==> src/rtl/ucc_out_stage.sv <==
module ucc_out_stage #(
  parameter int CID_W = 16,
  parameter int POS_W = 2
) (
  input  logic             clk,
  input  logic             rst_n,
  input  logic             in_valid,
  output logic             in_ready,
  input  logic [CID_W-1:0] nxt_cid,
  input  logic             nxt_imply,
  input  logic [POS_W-1:0] nxt_pos,
  input  logic             nxt_sat,
  input  logic             nxt_conflict,
  input  logic             nxt_error,
  output logic             out_valid,
  input  logic             out_ready,
  output logic [CID_W-1:0] out_cid,
  output logic             out_imply,
  output logic [POS_W-1:0] out_pos,
  output logic             out_sat,
  output logic             out_conflict,
  output logic             out_error
);
  logic load;

  assign in_ready = !out_valid || out_ready;
  assign load     = in_valid && in_ready;

  always_ff @(posedge clk) begin
    if (!rst_n) begin
      out_valid    <= 1'b0;
      out_cid      <= '0;
      out_imply    <= 1'b0;
      out_pos      <= '0;
      out_sat      <= 1'b0;
      out_conflict <= 1'b0;
      out_error    <= 1'b0;
    end else if (load) begin
      out_valid    <= 1'b1;
      out_cid      <= nxt_cid;
      out_imply    <= nxt_imply;
      out_pos      <= nxt_pos;
      out_sat      <= nxt_sat;
      out_conflict <= nxt_conflict;
      out_error    <= nxt_error;
    end else if (out_ready) begin
      out_valid <= 1'b0;
    end
  end
endmodule

==> config.mk <==
export PLATFORM = sky130hd
export DESIGN_NAME = ucc_out_stage
export DESIGN_NICKNAME = d
export VERILOG_FILES = /design/src/rtl/ucc_out_stage.sv
export SDC_FILE = /design/constraint.sdc
export NUM_CORES = 1
export LEC_CHECK = 0
export BUFFER_PORTS_ARGS = -buffer_cell sky130_fd_sc_hd__buf_2
export CORE_MARGIN = 1.5
export CORE_UTILIZATION = 45
export CTS_BUF_LIST = sky130_fd_sc_hd__clkbuf_2
export DETAILED_ROUTE_END_ITERATION = 10
export GPL_TIMING_DRIVEN = 0
export PLACE_DENSITY = 0.8
export SETUP_SLACK_MARGIN = 0.05
export SYNTH_ARGS = -nofsm -noshare
export SYNTH_HDL_FRONTEND = slang
export SYNTH_SLANG_ARGS = --single-unit
==> constraint.sdc <==
create_clock -name clk -period 1.6 [get_ports clk]
set_input_delay 0.48 -clock clk [delete_from_list [all_inputs] [get_ports clk]]
set_output_delay 0.48 -clock clk [all_outputs]
set_load 0.02 [all_outputs]
==> reports/results.md <==
| Stage | Parameter | Reported |
| --- | --- | --- |
| grt | Initial antenna violation count | 0 |
| logic synthesis | Syn avg cell area | 9.43 sq um |
| power and ir drop | PD cells | 878 nW/um^2 |
| die | Die boundary height | 49 microns |
| grt | Overflow after GRT | 0 |
| clock tree | Insertion delay of the later-clocked pin in the worst-skew pair | 330 ps |
| worst setup path | Crit path from | out_valid |
| timing | Min cycle time layout | 1430 ps |
| finish | Layout net count | 180 |
| worst setup path | Startpoint type of the worst setup path | flip-flop |
| finish | Area growth from synthesis to final layout | 30.9% |
| worst setup path | Capture instance of the worst register-to-register path | out_cid[14] |
| detailed routing | Drt via density | 4.64 |
| placed design | Sum of net half-perimeters after detailed placement | 1530 microns |
| worst setup path | Critical setup path kind | flip-flop to output port |
| clock tree | Hold buffer count at cts | 0 |
| detailed routing | Antenna viol nets, final | 0 |
| placed design | Number of buffers inserted by port buffering | 48 |
| die | Die X | 49 microns |
| die | Die ar. | 2400 sq um |
| run status | Status | complete, no violations |
| timing | Highest achievable clock rate | 0.700 GHz |
| hold path | Hold Path Stages | 3 |
| timing | Clock skew after layout | 10.0 ps |
| die | Core area | 1980 sq um |
| die | Std-Cell Rows | 16 |
| worst setup path | Required time of the worst setup path | 1120 ps |
| power and ir drop | Static leakage | 0.664 nW |
| detailed routing | Total routed wirelength | 1900 microns |
| logic synthesis | Sequential cell area fraction in the yosys report | 48.4% |
| worst setup path | Start of the worst register-to-register path | out_valid |
| timing | Endpoints failing hold | 0 |
| power and ir drop | Maximum vdd drop | 0.546 mV |
| clock tree | Clk sinks | 23 |
| worst setup path | Critical path data arrival time | 950 ps |
| timing | Unrepaired setup endpoints after global routing | false |
| hold path | Type of the most critical hold path | input pin to flip-flop |
| detailed routing | Routed len/inst | 10.6 microns |
| timing | Final Setup Violations | 0 |
| clock tree | Clock tree root driver cell | clkbuf_2 |
| grt | Largest net degree at the start of global routing | 14 |
| finish | Antenna Diode Count | 0 |
| detailed routing | DRC violations left | 0 |
| clock tree | Maximum level of the CTS H-tree | 1 |
| detailed routing | Total number of vias | 835 |
| detailed routing | Drt first-iter violations | 3 |
| worst setup path | Critical-path maximum fanout | 3 |
| clock tree | Clock edge transition at the registers on the reported setup and hold paths | 220 ps |
| grt | Vias in the first global route | 815 |
| clock tree | Number of CTS-inserted buffers | 3 |
| worst setup path | CP endpoint kind | output port |
| logic synthesis | Synth Warn # | 0 |
| worst setup path | Max incr delay on CP | 410 ps |
| logic synthesis | Cell count after synthesis | 101 |
| timing | Tcrit/Tclk final | 89.3% |
| logic synthesis | Number of synthesized register bits | 23 |
| grt | Overall Global Routing Usage | 17.9% |
| die | Initial standard-cell utilization of the core | 48.0% |
| clock tree | Buffers inserted during post-CTS setup optimization | 0 |
| timing | Sum Neg Setup Slack | 0 ps |
| clock tree | Quantity of gates resized following cts | 0 |
| worst setup path | Setup slack of the most critical reg-to-reg path | 500 ps |
| clock tree | Maximum buffer depth of the clock tree | 2 |
| finish | Share of cells above drive strength 1 | 38.6% |
| die | Top-level port count | 50 |
| grt | First-pass GRT wire length | 3420 microns |
| hold path | WHS Endpoint | out_cid[2] |
| timing | Max-slew headroom | 72.7% |
| worst setup path | CP max-delay cell | dfxtp_1 |
| logic synthesis | Netlist cell types | 11 |
| logic synthesis | Nets in the synthesized netlist | 127 |
| timing | Transition time of the tightest slew-check pin | 409 ps |
| worst setup path | List of cells traversed by the critical path | nand2b_4 -> buf_2 |
| worst setup path | R2R cell count | 5 |
| detailed routing | Pre-antenna DRT Iters | 3 |
| logic synthesis | Area of the mapped netlist | 952 sq um |
| hold path | Beginning of the worst hold path | nxt_cid[2] |
| timing | Number of max-slew violations in the final report | 0 |
| clock tree | TritonCTS clock tree | yes |
| flow run | Count of maximum capacitance violations | 0 |
| placed design | Global placer's final weighted congestion | 0.666 |
| timing | Minimum hold slack | 353 ps |
-- layout make-up --
type | instances | area, sq um
fill | 177 | 736
sequential | 23 | 460
multi-input combinational | 69 | 415
timing repair buffer | 48 | 240
buffer | 8 | 72.6
tap | 27 | 33.8
clock buffer | 3 | 15.0
clock inverter | 1 | 5.00
inverter | 1 | 3.75
-- kinds of logic (layout without fill, tap and decap cells) --
| group | after synthesis | count (layout) | synth area share [%] |
|---|---|---|---|
| AO/OA/AOI/OAI | 1 | 1 | 0.789 |
| buffers and inverters | 9 | 61 | 8.02 |
| flip-flops | 23 | 23 | 48.4 |
| multiplexers | 22 | 22 | 23.1 |
| AND/OR/NAND/NOR | 46 | 46 | 19.7 |
-- Yosys cell counts --
master    number  area [sq um]
clkbuf_1       3          11.3
buf_2          2          10.0
inv_1          1          3.75
and2_4         1          8.76
buf_6          1          11.3
a21boi_0       1          7.51
nand2_1       44           165
buf_12         2          40.0
dfxtp_1       23           460
nand2b_4       1          13.8
mux2i_1       22           220
-- power by group --
part	total, mW	internal [mW]	leakage (nW)	switching, mW
registers	0.630	0.612	0.190	0.0184
logic	0.233	0.105	0.458	0.128
clock network	0.230	0.0567	0.0164	0.174
total	1.09	0.773	0.664	0.321
-- routing by layer --
metal,wire length [microns],global-route usage (%),vias to the layer above
met5,0,0,-
met4,18,5.71,0
met3,132,3.99,2
met2,884,31.1,38
met1,868,22.1,371
li1,-,-,424
-- flip-flops by register name, summed over array words and instances (netlist names) --
name / cells
out_pos: 2
out_valid: 1
out_imply: 1
out_conflict: 1
out_error: 1
out_sat: 1
out_cid: 16
-- cells in the final DEF, fill, tap and decap left out --
master,instances
clkinv_2,1
a21boi_0,1
buf_12,2
clkbuf_1,3
clkbuf_2,3
inv_1,1
mux2i_1,22
nand2_1,44
dfxtp_1,23
nand2b_4,1
and2_4,1
buf_2,50
buf_6,1
-- critical path, delay by kind of cell, from the launching register on --
kind	cells	cell delay, ps
and+or+nand+nor	1	60
buffers and inverters	1	150
DFF	1	410
-- through the flow --
stage                     utilization [%]  instances  setup slack (ps)  power [mW]  area (sq um)
final                                62.9        180               172        1.09          1250
after global routing                 62.9        180              95.7        1.15          1250
after global placement               61.9        176               247       0.870          1230
after floorplan                         -        101               313       0.794           952
after detailed placement             61.9        176               207       0.879          1230
after CTS                            62.9        180               145        1.11          1250
-- how the worst max path moves through the flow --
stage,to,slack [ps],depth (start not counted)
5_1_grt,in_ready,100,2
3_3_place_gp,out_cid[3],250,6
2_1_floorplan,out_cid[0],310,5
3_5_place_dp,out_cid[14],210,4
6_report,in_ready,170,2
4_1_cts,in_ready,150,2
Power figures use the tool's default switching activity.
